--- config.mk ---
export PLATFORM = sky130hd
export DESIGN_NAME = sar_scan_ctrl
export DESIGN_NICKNAME = d
export VERILOG_FILES = /design/src/rtl/sar_scan_pkg.sv /design/src/rtl/sar_chan_pick.sv /design/src/rtl/sar_bitsearch.sv /design/src/rtl/sar_frame_tx.sv /design/src/rtl/sar_scan_ctrl.sv
export SDC_FILE = /design/constraint.sdc
export NUM_CORES = 1
export LEC_CHECK = 0
export BUFFER_PORTS_ARGS = -buffer_cell sky130_fd_sc_hd__buf_4
export CELL_PAD_IN_SITES_DETAIL_PLACEMENT = 1
export CELL_PAD_IN_SITES_GLOBAL_PLACEMENT = 1
export CORE_MARGIN = 5
export CORE_UTILIZATION = 45
export DETAILED_ROUTE_END_ITERATION = 7
export PLACE_DENSITY = 0.85
export SYNTH_ARGS = -nofsm -noshare
export SYNTH_HDL_FRONTEND = slang
export SYNTH_SLANG_ARGS = --single-unit
--- constraint.sdc ---
create_clock -name clk -period 5.75 [get_ports clk]
set_input_delay 0.575 -clock clk [delete_from_list [all_inputs] [get_ports clk]]
set_output_delay 0.575 -clock clk [all_outputs]
set_load 0.03 [all_outputs]
--- src/rtl/sar_scan_pkg.sv ---
package sar_scan_pkg;
    typedef enum logic [1:0] {
        PH_IDLE = 2'd0,
        PH_SAMP = 2'd1,
        PH_CONV = 2'd2,
        PH_SEND = 2'd3
    } scan_phase_e;
endpackage

--- src/rtl/sar_chan_pick.sv ---
module sar_chan_pick #(
    parameter int NUM_CH = 8,
    parameter int CH_W   = 3
) (
    input  logic [NUM_CH-1:0] mask,
    input  logic [CH_W-1:0]   last,
    output logic [CH_W-1:0]   pick,
    output logic              any
);
    logic [CH_W-1:0] above;
    logic [CH_W-1:0] lowest;
    logic            above_hit;

    always_comb begin
        above     = '0;
        lowest    = '0;
        above_hit = 1'b0;
        for (int i = NUM_CH - 1; i >= 0; i--) begin
            if (mask[i]) begin
                lowest = CH_W'(i);
                if (i > int'(last)) begin
                    above     = CH_W'(i);
                    above_hit = 1'b1;
                end
            end
        end
        pick = above_hit ? above : lowest;
        any  = |mask;
    end
endmodule

--- src/rtl/sar_bitsearch.sv ---
module sar_bitsearch #(
    parameter int RES_W = 12,
    localparam int IDX_W = (RES_W > 1) ? $clog2(RES_W) : 1
) (
    input  logic             clk,
    input  logic             rst_n,
    input  logic             init,
    input  logic             step,
    input  logic             cmp_hi,
    output logic [RES_W-1:0] trial,
    output logic [RES_W-1:0] decided,
    output logic             last
);
    typedef struct packed {
        logic [RES_W-1:0] code;
        logic [IDX_W-1:0] idx;
    } srch_t;

    srch_t r_q, r_d;

    always_comb begin
        trial   = r_q.code | (RES_W'(1) << r_q.idx);
        last    = (r_q.idx == '0);
        decided = cmp_hi ? trial : r_q.code;
        r_d     = r_q;
        if (init) begin
            r_d.code = '0;
            r_d.idx  = IDX_W'(RES_W - 1);
        end else if (step) begin
            r_d.code = decided;
            if (r_q.idx != '0) r_d.idx = r_q.idx - 1'b1;
        end
    end

    always_ff @(posedge clk or negedge rst_n) begin
        if (!rst_n) r_q <= '0;
        else        r_q <= r_d;
    end

    p_msb_first_r1: assert property (@(posedge clk) disable iff (!rst_n)
        init |=> (trial == (RES_W'(1) << (RES_W - 1))));
    p_keep_bit_r2: assert property (@(posedge clk) disable iff (!rst_n)
        (step && cmp_hi) |=> (r_q.code == $past(trial)));
    p_below_trial_r2: assert property (@(posedge clk) disable iff (!rst_n)
        (step && !cmp_hi) |=> (r_q.code < $past(trial)));
endmodule

--- src/rtl/sar_frame_tx.sv ---
module sar_frame_tx #(
    parameter int FRAME_W = 15,
    localparam int CNT_W = $clog2(FRAME_W + 1)
) (
    input  logic               clk,
    input  logic               rst_n,
    input  logic               load,
    input  logic [FRAME_W-1:0] word,
    output logic               active,
    output logic               cs_n,
    output logic               sck,
    output logic               sdo
);
    typedef struct packed {
        logic [FRAME_W-1:0] sh;
        logic [CNT_W-1:0]   left;
        logic               ph;
        logic               act;
    } tx_t;

    tx_t t_q, t_d;

    always_comb begin
        t_d = t_q;
        if (load) begin
            t_d.sh   = word;
            t_d.left = CNT_W'(FRAME_W);
            t_d.ph   = 1'b0;
            t_d.act  = 1'b1;
        end else if (t_q.act) begin
            t_d.ph = ~t_q.ph;
            if (t_q.ph) begin
                t_d.sh   = t_q.sh << 1;
                t_d.left = t_q.left - 1'b1;
                if (t_q.left == CNT_W'(1)) t_d.act = 1'b0;
            end
        end
        active = t_q.act;
        cs_n   = ~t_q.act;
        sck    = t_q.act & t_q.ph;
        sdo    = t_q.act & t_q.sh[FRAME_W-1];
    end

    always_ff @(posedge clk or negedge rst_n) begin
        if (!rst_n) t_q <= '0;
        else        t_q <= t_d;
    end

    p_sck_alternates_r6: assert property (@(posedge clk) disable iff (!rst_n)
        (t_q.act && $past(t_q.act)) |-> (sck != $past(sck)));
    p_no_overlap_r7: assert property (@(posedge clk) disable iff (!rst_n)
        load |-> !t_q.act);
endmodule

--- src/rtl/sar_scan_ctrl.sv ---
module sar_scan_ctrl #(
    parameter int RES_W  = 12,
    parameter int NUM_CH = 8,
    localparam int CH_W    = (NUM_CH > 1) ? $clog2(NUM_CH) : 1,
    localparam int FRAME_W = CH_W + RES_W
) (
    input  logic              clk,
    input  logic              rst_n,
    input  logic              start,
    input  logic              single_mode,
    input  logic [CH_W-1:0]   single_ch,
    input  logic [NUM_CH-1:0] ch_mask,
    input  logic              cmp_hi,
    output logic [CH_W-1:0]   mux_sel,
    output logic              sample,
    output logic [RES_W-1:0]  dac_code,
    output logic              busy,
    output logic              done,
    output logic [RES_W-1:0]  result,
    output logic [CH_W-1:0]   result_ch,
    output logic              ser_cs_n,
    output logic              ser_sck,
    output logic              ser_sdo
);
    import sar_scan_pkg::*;

    typedef struct packed {
        scan_phase_e     st;
        logic [CH_W-1:0] ch;
        logic [CH_W-1:0] ptr;
        logic            done;
        logic [RES_W-1:0] res;
        logic [CH_W-1:0] res_ch;
    } ctl_t;

    ctl_t c_q, c_d;

    logic [CH_W-1:0]  pick;
    logic             pick_any;
    logic [RES_W-1:0] trial;
    logic [RES_W-1:0] decided;
    logic             last_bit;
    logic             accept;
    logic             step;
    logic             load;
    logic             tx_active;

    sar_chan_pick #(.NUM_CH(NUM_CH), .CH_W(CH_W)) pick_i (
        .mask (ch_mask),
        .last (c_q.ptr),
        .pick (pick),
        .any  (pick_any)
    );

    sar_bitsearch #(.RES_W(RES_W)) srch_i (
        .clk     (clk),
        .rst_n   (rst_n),
        .init    (accept),
        .step    (step),
        .cmp_hi  (cmp_hi),
        .trial   (trial),
        .decided (decided),
        .last    (last_bit)
    );

    sar_frame_tx #(.FRAME_W(FRAME_W)) tx_i (
        .clk    (clk),
        .rst_n  (rst_n),
        .load   (load),
        .word   ({c_q.ch, decided}),
        .active (tx_active),
        .cs_n   (ser_cs_n),
        .sck    (ser_sck),
        .sdo    (ser_sdo)
    );

    always_comb begin
        accept = (c_q.st == PH_IDLE) && start && (single_mode || pick_any);
        step   = (c_q.st == PH_CONV);
        load   = step && last_bit;
        c_d      = c_q;
        c_d.done = 1'b0;
        case (c_q.st)
            PH_IDLE: if (accept) begin
                c_d.st = PH_SAMP;
                if (single_mode) begin
                    c_d.ch = single_ch;
                end else begin
                    c_d.ch  = pick;
                    c_d.ptr = pick;
                end
            end
            PH_SAMP: c_d.st = PH_CONV;
            PH_CONV: if (last_bit) begin
                c_d.st     = PH_SEND;
                c_d.done   = 1'b1;
                c_d.res    = decided;
                c_d.res_ch = c_q.ch;
            end
            PH_SEND: if (!tx_active) c_d.st = PH_IDLE;
            default: c_d.st = PH_IDLE;
        endcase
    end

    always_ff @(posedge clk or negedge rst_n) begin
        if (!rst_n) begin
            c_q     <= '0;
            c_q.st  <= PH_IDLE;
            c_q.ptr <= CH_W'(NUM_CH - 1);
        end else begin
            c_q <= c_d;
        end
    end

    assign mux_sel   = c_q.ch;
    assign sample    = (c_q.st == PH_SAMP);
    assign dac_code  = step ? trial : '0;
    assign busy      = (c_q.st != PH_IDLE);
    assign done      = c_q.done;
    assign result    = c_q.res;
    assign result_ch = c_q.res_ch;

    p_done_pulse_r3: assert property (@(posedge clk) disable iff (!rst_n)
        done |=> !done);
    p_frame_in_busy_r7: assert property (@(posedge clk) disable iff (!rst_n)
        !ser_cs_n |-> busy);
    p_ignore_start_r7: assert property (@(posedge clk) disable iff (!rst_n)
        (c_q.st != PH_IDLE) |=> $stable(c_q.ch));
    p_pick_enabled_r4: assert property (@(posedge clk) disable iff (!rst_n)
        (accept && !single_mode) |-> ch_mask[pick]);
    p_single_keeps_ptr_r5: assert property (@(posedge clk) disable iff (!rst_n)
        (accept && single_mode) |=> $stable(c_q.ptr));
    p_empty_mask_r8: assert property (@(posedge clk) disable iff (!rst_n)
        (!busy && start && !single_mode && ch_mask == '0) |=> !busy);
endmodule

==> results of run 1 <==
-- power groups by stage --
stage	Clock, mW	Combinational [mW]	Sequential, mW
after floorplan	0	0.0612	0.457
after global placement	0	0.0890	0.462
after detailed placement	0	0.0917	0.463
after CTS	0.357	0.0923	0.455
after global routing	0.381	0.100	0.456
final	0.353	0.0908	0.455
-- synthesized netlist by cell type (2+ instances only) --
cell type / count
nand2_1: 56
clkbuf_1: 6
and2_1: 2
o21ai_0: 19
dfstp_2: 3
nor3b_1: 2
o22a_1: 2
nor2_1: 33
a22oi_1: 2
a21oi_1: 25
nor2b_1: 16
nand2b_1: 4
o211ai_1: 3
and3_1: 4
a21o_1: 4
a31oi_1: 7
nor3_1: 4
buf_2: 2
nor4_1: 2
xnor2_1: 5
mux2i_1: 11
buf_4: 21
ha_1: 11
inv_1: 11
dfrtp_1: 58
a211oi_1: 3
-- sequential cells by signal (all words and copies together) (netlist names) --
signal / cells
c_q: 5
done: 1
mux_sel: 3
result: 12
result_ch: 3
srch_i.r_q: 16
tx_i.active: 1
tx_i.t_q: 20
-- worst max-delay path by stage --
stage | from | endpoint | slack [ns] | depth (start not counted)
6_report | srch_i.r_q[0] | dac_code[0] | 2.85 | 6
5_1_grt | srch_i.r_q[0] | dac_code[0] | 2.57 | 6
4_1_cts | srch_i.r_q[0] | dac_code[0] | 2.82 | 6
3_5_place_dp | c_q[22] | tx_i.t_q[16] | 2.99 | 6
3_3_place_gp | srch_i.r_q[0] | srch_i.r_q[4] | 3.18 | 7
2_1_floorplan | srch_i.r_q[0] | dac_code[0] | 3.53 | 6
-- cells by family after synthesis --
kind of cell / after synthesis / synth area share [%]
AOI/OAI and AO/OA: 78 / 15.54
xor gates and xnor gates: 5 / 1.384
adders and majority gates: 11 / 4.349
buffers and inverters: 42 / 7.552
DFF: 61 / 48.36
muxes: 12 / 3.954
and+or+nand+nor: 128 / 18.86
-- per-layer routing --
metal | global-route usage (%) | vias to the layer above
met5 | 0 | -
met4 | 5.535 | 0
met3 | 6.811 | 6
met2 | 31.40 | 55
met1 | 24.30 | 1261
li1 | - | 1191
-- final cells by class --
type | instances | share of cell area, %
clock inverters | 3 | 0.5476
clock buffers | 13 | 4.346
repair buffers | 51 | 10.47
inverters | 13 | 1.335
multi-input cells | 234 | 38.16
well taps | 96 | 3.285
flip-flops and latches | 61 | 41.85
==> run summary, run 1 <==
Wire length per cell: 16.94 um
Unrepaired setup endpoints after global routing: false
First-pass GRT wire length: 13030 um
Most frequent cells in the layout: dfrtp_1, nand2_1, buf_4
Syn nets: 364
Htree depth: 3
Crit-path max FO: 27
Worst-case clock skew: 0.008093 ns
Critical-path top delay cell: dfrtp_1
Largest net degree at the start of global routing: 62
Area grow syn2layout: 15.54%
Placed insts: 455
CTS tree: built
Final setup violation count: 0
Port Buffers: 51
Routed WL: 7979 um
Final count of pins violating max slew: 0
CTS buffer count: 9
Die W: 93.86 um
Synth area leader: dfrtp_1
#FFs+latches synth: 61
Clock sink total: 61
Comb pwr share: 10.1%
DR pass1 iterations: 5
DR WL met3: 340 um
Max-slew headroom: 41.55%
Power, Total: 899.4 uW
Cts-stage hold buffer count: 0
Async S/R FF share, synth: 100.0%
Register area: 1530 um2
TNS Setup: 0 ns
Pwr/cell area: 246.0 nW/um2
Final Net Count: 397
Internal Power: 657.1 uW
DP Area: 3477 um2
Syn Std Cell Area: 3164 um2
YS warnings: 0
Sequential share of the synthesized area: 48.36%
Worst vdd ir: 0.0001384 V
CP Data Required Time: 5.18 ns
Clock latency on the worst-skew pair: 0.35 ns
Die Y: 93.86 um
Syn Area/Cell: 9.390 um2
Reg2Reg Depth: 7
Average vias per placed instance: 5.335
Data arrival, critical path: 2.32 ns
Clock Tree Root: clkbuf_8
Post-CTS Setup Inserts: 0
Starting Density: 46.32%
N_diodes: 0
Min-Delay Path Class: in -> async
Antenna violations before repair: 0
Switching Share: 26.94%
Max-cap violations: 0
CP cell instances: inv_1, ha_1, nor3b_1, nand2_2, nand2_1, buf_4
Leakage: 1.760 nW
Setup ws final: 2.852 ns
Top post-synthesis cells by area: dfrtp_1, nand2_1, buf_4, ha_1, a21oi_1
Worst reg2reg endpoint: tx_i.t_q[12]
DRT met1 WL: 3541 um
Area of the multi-input gates: 1395 um2
Clock slew at reported path FFs: 0.07 ns
Hold WS: 0.3009 ns
Detailed placement HPWL: 5745 um
Top routing layer in use: met4
Filler cell count: 827
GPL Wtd Cong: 0.8029
WP buf/inv: 2
Critical path startpoint category: flop
WL met2: 3994 um
Row count: 30
Pre-CTS setup slack: 2.992 ns
Status: finished, final reports clean
Critical path endpoint category: output port
Reg-to-reg slack, setup: 2.99 ns
Ports: 52
Main synth FF type: dfrtp_1
Clock network fraction of total power: 39.3%
Final Critical Period: 2.899 ns
EDFF count, synth: 0
Number of DRC markers in iteration 0: 74
Vias: 2513
Vias in the first global route: 2598
Mapped Cells: 337
CP max stage delay: 0.42 ns
R2R Path Start: srch_i.r_q[0]
Post-CTS Resized: 0
Placeable Area: 6832 um2
Final Util: 53.52%
Kind of critical path: reg -> out
Post-route insts no fill: 471
Worst-Margin Slew: 0.8735 ns
Switching power: 242.3 uW
DRC: 0
Fmax: 345.0 MHz
Antenna Nets Post-Route: 0
Delay-heaviest family, CP: simple AND/OR/NAND/NOR gates
Fin crit share: 50.41%
Final non-filler cell area: 3656 um2
Sequential share of power: 50.6%
Worst-case clock buffer depth: 2
Full die area: 8809 um2
Distinct cells, synth: 47
Most common cell after layout, fill and taps aside: dfrtp_1
Grt ovf: 0
Final count of hold timing violations: 0
Post-synth top area share: 45.87%
Share of cells above drive strength 1: 20.53%
Global-route usage over all layers: 19.34%
Note: power is estimated with default switching activity, not from simulation.
==> run 2, diff against run 1 <==
- ABC_AREA: unset -> 1
- CORE_UTILIZATION: 45 -> 42
- PLACE_DENSITY: 0.85 -> 0.82
- clock period: 5.75 -> 2.81 ns (I/O delays scaled with it)
==> run summary, run 2 <==
GPL Wtd Cong: 0.8099 (+0.87%)
CTS buffer count: 9 (unchanged)
Top post-synthesis cells by area: dfrtp_1, nand2_1, inv_1, buf_4, ha_1
Synth Area in Adders: 4.134% (-0.22 points)
CTS tree: built
Pwr/cell area: 986.1 nW/um2 (+300%)
Unrepaired setup endpoints after global routing: false
Clock sink total: 61 (unchanged)
Full die area: 9808 um2 (+11%)
Grt ovf: 0 (unchanged)
Htree depth: 3 (unchanged)
Max-slew headroom: 47.27% (+5.7 points)
Most common cell after layout, fill and taps aside: nand2_1
Async S/R FF share, synth: 100.0% (unchanged)
GR Util met1: 23.63% (-0.67 points)
Syn Std Cell Area: 3329 um2 (+5.2%)
Final setup violation count: 0 (unchanged)
Starting Density: 43.09% (-3.2 points)
Antenna violations before repair: 0 (unchanged)
Post-route insts no fill: 551 (+17%)
DRC: 0 (unchanged)
Synth top cells by count: nand2_1, dfrtp_1, inv_1
Max-cap violations: 0 (unchanged)
Worst Setup EP: dac_code[9]
Data arrival, critical path: 2.19 ns (-0.13 ns)
Die W: 99.04 um (+5.5%)
Critical path startpoint category: flop
Wire length per cell: 15.09 um (-11%)
Vias: 2780 (+11%)
R2R Path Start: c_q[22]
Cts-stage hold buffer count: 0 (unchanged)
Mapped Cells: 414 (+23%)
Ports: 52 (unchanged)
Area grow syn2layout: 13.72%
#FFs+latches synth: 61 (unchanged)
Global-route usage over all layers: 17.74% (-1.6 points)
N_diodes: 0 (unchanged)
Fin crit share: 88.07%
Detailed placement HPWL: 6199 um (+7.9%)
Clock Tree Root: clkbuf_8
Critical path endpoint category: output port
Final Critical Period: 2.475 ns
EDFF count, synth: 0 (unchanged)
Clock latency on the worst-skew pair: 0.34 ns (about the same)
Synth Area in Compound Gates: 12.81% (-2.7 points)
Fmax: 404.1 MHz
DP Area: 3606 um2 (+3.7%)
Number of DRC markers in iteration 0: 79 (+6.8%)
Distinct cells, synth: 31 (-34%)
Share of cells above drive strength 1: 20.49% (-0.043 points)
Clock slew at reported path FFs: 0.07 ns (about the same)
Port Buffers: 51 (unchanged)
Sequential share of the synthesized area: 45.96% (-2.4 points)
Post-synthesis mux area share: 0% (-4.0 points)
Syn nets: 441 (+21%)
Most used routing layer: met2
Final count of pins violating max slew: 0 (unchanged)
Pre-CTS setup slack: 0.4465 ns (-2.545 ns)
Placeable Area: 7727 um2 (+13%)
Syn Area/Cell: 8.042 um2 (-14%)
Simple-Gate Fraction of Synth Area: 23.71% (+4.9 points)
Average vias per placed instance: 5.045 (-5.4%)
Most flops, register: tx_i.t_q
Vias in the first global route: 2919 (+12%)
Worst-Margin Slew: 0.7909 ns (-0.08258 ns)
Final Net Count: 472 (+19%)
Reg-to-reg slack, setup: 0.47 ns (-2.52 ns)
Setup ws final: 0.3351 ns (-2.516 ns)
Worst vdd ir: 0.0004129 V (+200%)
CP Data Required Time: 2.53 ns (-2.65 ns)
TNS Setup: 0 ns (unchanged)
Most frequent cells in the layout: nand2_1, dfrtp_1, buf_4
Synth area leader: dfrtp_1
Worst-case clock skew: 0.008514 ns (+0.0004210 ns)
Count leader, synth: nand2_1
YS warnings: 0 (unchanged)
Die Y: 99.04 um (+5.5%)
Antenna Nets Post-Route: 0 (unchanged)
Main synth FF type: dfrtp_1
Leakage: 2.003 nW (+14%)
Placed insts: 536 (+18%)
Final count of hold timing violations: 0 (unchanged)
Row count: 32 (+6.7%)
Post-synthesis xor/xnor area fraction: 0% (-1.4 points)
DR pass1 iterations: 4 (-1)
Post-CTS Setup Inserts: 0 (unchanged)
Worst Setup SP: c_q[22]
Min-Delay Path Class: in -> async
Largest net degree at the start of global routing: 62 (unchanged)
Reg2Reg Depth: 8 (+1)
Final non-filler cell area: 3786 um2 (+3.6%)
Post-CTS Resized: 0 (unchanged)
Routed WL: 8314 um (+4.2%)
Met3 usage: 3.609% (-3.2 points)
Worst reg2reg endpoint: tx_i.t_q[14]
Largest family of logic cells by synthesized area: simple AND/OR/NAND/NOR gates
Kind of critical path: reg -> out
Post-synth top area share: 43.59% (-2.3 points)
Max FFs per register: 20 (unchanged)
Met2 usage: 28.98% (-2.4 points)
Worst-case clock buffer depth: 2 (unchanged)
Status: finished, final reports clean
First-pass GRT wire length: 14030 um (+7.7%)
Crit-path max FO: 16 (-41%)
[run 2: cell count changes in the layout (fill, tap and decap cells not counted), sizes merged, moves of 4 or more]
cell,before,now
a21o,4,0
a21oi,26,35
a31oi,7,3
and3,4,0
inv,12,53
mux2i,11,0
nand2,57,108
nand2b,4,0
nand3,2,26
nand4,0,10
nor2b,16,0
o21ai,20,30
xnor2,5,0
[run 2: logic make-up (layout without fill, tap and decap cells)]
family,after synthesis,count (layout)
simple gates,182,182
buf+inv,85,120
compound gates,75,75
flops,61,61
fa+ha+maj,11,11
[run 2: layout make-up]
cell class                 instances  area, um2
clock inverter                     5      52.55
timing repair buffer              52      390.4
tap                              102      127.6
inverter                          53      203.9
clock buffer                      10      127.6
sequential                        61       1530
multi-input combinational        268       1354
fill                             978       3941
[run 2: worst min path at each step]
stage / start / end / slack, ns / cells past startpoint
final: rst_n / result[3] / 0.01 / 1
after global routing: rst_n / result[3] / 0.08 / 1
after CTS: rst_n / result[3] / 0.04 / 1
after detailed placement: rst_n / result[3] / 0.42 / 1
after global placement: rst_n / result[3] / 0.41 / 1
after floorplan: rst_n / c_q[22] / -0.01 / 0
[run 2: through the flow]
stage	util, %	hold slack [ns]	power [mW]
floorplan	-	-0.01459	2.593
global placement	46.66	0.4113	2.938
detailed placement	46.66	0.4200	3.017
CTS	49.00	0.03925	3.776
global route	49.00	0.08416	4.003
finish	49.00	0.01149	3.733
[run 2: power breakdown]
part           leakage [nW]  switching (mW)  total, mW  internal (mW)
Sequential            0.770           0.215       1.36           1.15
Combinational          1.14            1.08       1.62          0.541
Clock                0.0919           0.348      0.748          0.400
[run 2: metal layers]
layer / up-vias / routed length, um
met1: 1361 / 3942
met3: 9 / 250
li1: 1367 / -
met4: 0 / 102
met2: 43 / 4018
met5: - / 0
[run 2: critical path: stages, from the launching register on]
cell and delay [ns]:
dfrtp_1 0.42, inv_1 0.10, ha_1 0.42, inv_1 0.39, a21oi_1 0.32, buf_4 0.21
==> run 3, diff against run 2 <==
- ABC_CLOCK_PERIOD_IN_PS: unset -> 2810
- BUFFER_PORTS_ARGS: -buffer_cell sky130_fd_sc_hd__buf_4 -> unset
- CORE_UTILIZATION: 42 -> 45
- DONT_BUFFER_PORTS: unset -> 1
- PLACE_DENSITY: 0.82 -> 0.78
==> run summary, run 3 (synthesis results as in run 2) <==
Full die area: 9219 um2 (-6.0%)
Filler cell count: 932 (-4.7%)
Worst-case clock skew: 0.01384 ns (+0.005322 ns)
Worst-Margin Slew: 0.6139 ns (-0.1770 ns)
Vias in the first global route: 2856 (-2.2%)
Critical path endpoint category: output port
Share of cells above drive strength 1: 12.86% (-7.6 points)
Status: finished, final reports clean
Fin crit share: 89.91% (+1.8 points)
Final count of hold timing violations: 0 (unchanged)
Largest net degree at the start of global routing: 62 (unchanged)
Reg-to-reg slack, setup: 0.37 ns (-0.10 ns)
Leakage: 1.843 nW (-8.0%)
DRC: 0 (unchanged)
Power, Total: 3.744 mW (+0.27%)
Vias: 2634 (-5.3%)
Final count of pins violating max slew: 0 (unchanged)
Final setup violation count: 0 (unchanged)
N_diodes: 0 (unchanged)
Critical path startpoint category: flop
Unrepaired setup endpoints after global routing: false
Average vias per placed instance: 5.155 (+2.2%)
Htree depth: 3 (unchanged)
Placed insts: 493 (-8.0%)
Data arrival, critical path: 2.25 ns (+0.06 ns)
WL met2: 3908 um (-2.7%)
CTS tree: built
Grt ovf: 0 (unchanged)
Post-CTS Resized: 0 (unchanged)
Starting Density: 46.15% (+3.1 points)
Worst-case clock buffer depth: 2 (unchanged)
Clock Tree Root: clkbuf_8
Setup ws final: 0.2835 ns (-0.05162 ns)
Most common cell after layout, fill and taps aside: nand2_1
Port Buffers: 0 (-100%)
Routed WL: 8247 um (-0.81%)
GPL Wtd Cong: 0.8297 (+2.4%)
Detailed placement HPWL: 6003 um (-3.2%)
Pwr/cell area: 1050 nW/um2 (+6.5%)
Max-slew headroom: 59.03% (+12 points)
Placeable Area: 7214 um2 (-6.6%)
Kind of critical path: reg -> out
DR pass1 iterations: 4 (unchanged)
Pre-CTS setup slack: 0.3875 ns (-0.05906 ns)
Ports: 52 (unchanged)
Max FFs per register: 20 (unchanged)
Number of DRC markers in iteration 0: 58 (-27%)
Clock slew at reported path FFs: 0.08 ns (about the same)
Most flops, register: tx_i.t_q
Fmax: 395.8 MHz (-2.0%)
Clock latency on the worst-skew pair: 0.34 ns (about the same)
Antenna Nets Post-Route: 0 (unchanged)
Post-route insts no fill: 511 (-7.3%)
Row count: 31 (-3.1%)
Final Critical Period: 2.526 ns (+0.05162 ns)
Clock sink total: 61 (unchanged)
Antenna violations before repair: 0 (unchanged)
Global-route usage over all layers: 19.95% (+2.2 points)
DRT met1 WL: 3775 um (-4.2%)
Min-Delay Path Class: in -> reg
Top routing layer in use: met4
DP Area: 3302 um2 (-8.4%)
TNS Setup: 0 ns (unchanged)
Final non-filler cell area: 3566 um2 (-5.8%)
Hold WS: 0.06934 ns (+0.05786 ns)
Final Net Count: 434 (-8.1%)
CP Data Required Time: 2.53 ns (about the same)
Wire length per cell: 16.14 um (+7.0%)
Die Y: 96.02 um (-3.0%)
Max-cap violations: 0 (unchanged)
Post-CTS Setup Inserts: 0 (unchanged)
First-pass GRT wire length: 14110 um (+0.54%)
Worst vdd ir: 0.0004052 V (-1.9%)
DR WL met3: 427 um (+71%)
Crit-path max FO: 16 (unchanged)
Final Util: 49.43% (+0.43 points)
CTS buffer count: 9 (unchanged)
Most frequent cells in the layout: nand2_1, dfrtp_1, inv_1
Area grow syn2layout: 7.103%
Die W: 96.02 um (-3.0%)
## run 3: repair_timing
| item | 4_1_cts | 5_1_grt |
|---|---|---|
| hold buffers | 2 | 0 |
| endpoints found under the setup margin | 0 | 0 |
| hold endpoints to repair | 61 | 0 |
## run 3: critical path: stages, from the launching register on
cell     delay [ns]
dfrtp_1        0.42
inv_1          0.11
ha_1           0.45
inv_1          0.42
a21oi_1        0.30
buf_4          0.20
## run 3: report_power, final
group	leakage [nW]	internal [mW]	total [mW]	switching, mW
combinational	0.964	0.425	1.34	0.917
sequential	0.770	1.15	1.50	0.358
clock	0.110	0.549	0.898	0.349
total	1.84	2.12	3.74	1.62
## run 3: layout make-up
| class | count | area (um2) | share of cell area (%) |
|---|---|---|---|
| multi-input cells | 268 | 1354 | 37.96 |
| flip-flops and latches | 61 | 1530 | 42.91 |
| inverters | 53 | 203.9 | 5.719 |
| well taps | 99 | 123.9 | 3.474 |
| clock buffers | 13 | 158.9 | 4.456 |
| repair buffers | 14 | 127.6 | 3.579 |
| clock inverters | 3 | 67.56 | 1.895 |
## run 3: path summary, 6_finish.rpt
path / from / endpoint / cells past startpoint
worst min register to register: tx_i.t_q[18] / tx_i.t_q[18] / 2
worst max register to register: c_q[22] / tx_i.t_q[19] / 9
worst max-delay path: c_q[22] / dac_code[7] / 5
max in group asynchronous: rst_n / c_q[16] / 2
min in group asynchronous: rst_n / result[9] / 2
worst min-delay path: cmp_hi / srch_i.r_q[4] / 2
## run 3: metal layers
metal | vias up | track usage [%]
li1 | 1294 | -
met1 | 1281 | 25.42
met2 | 45 | 31.91
met3 | 14 | 6.646
met4 | 0 | 6.398
met5 | - | 0
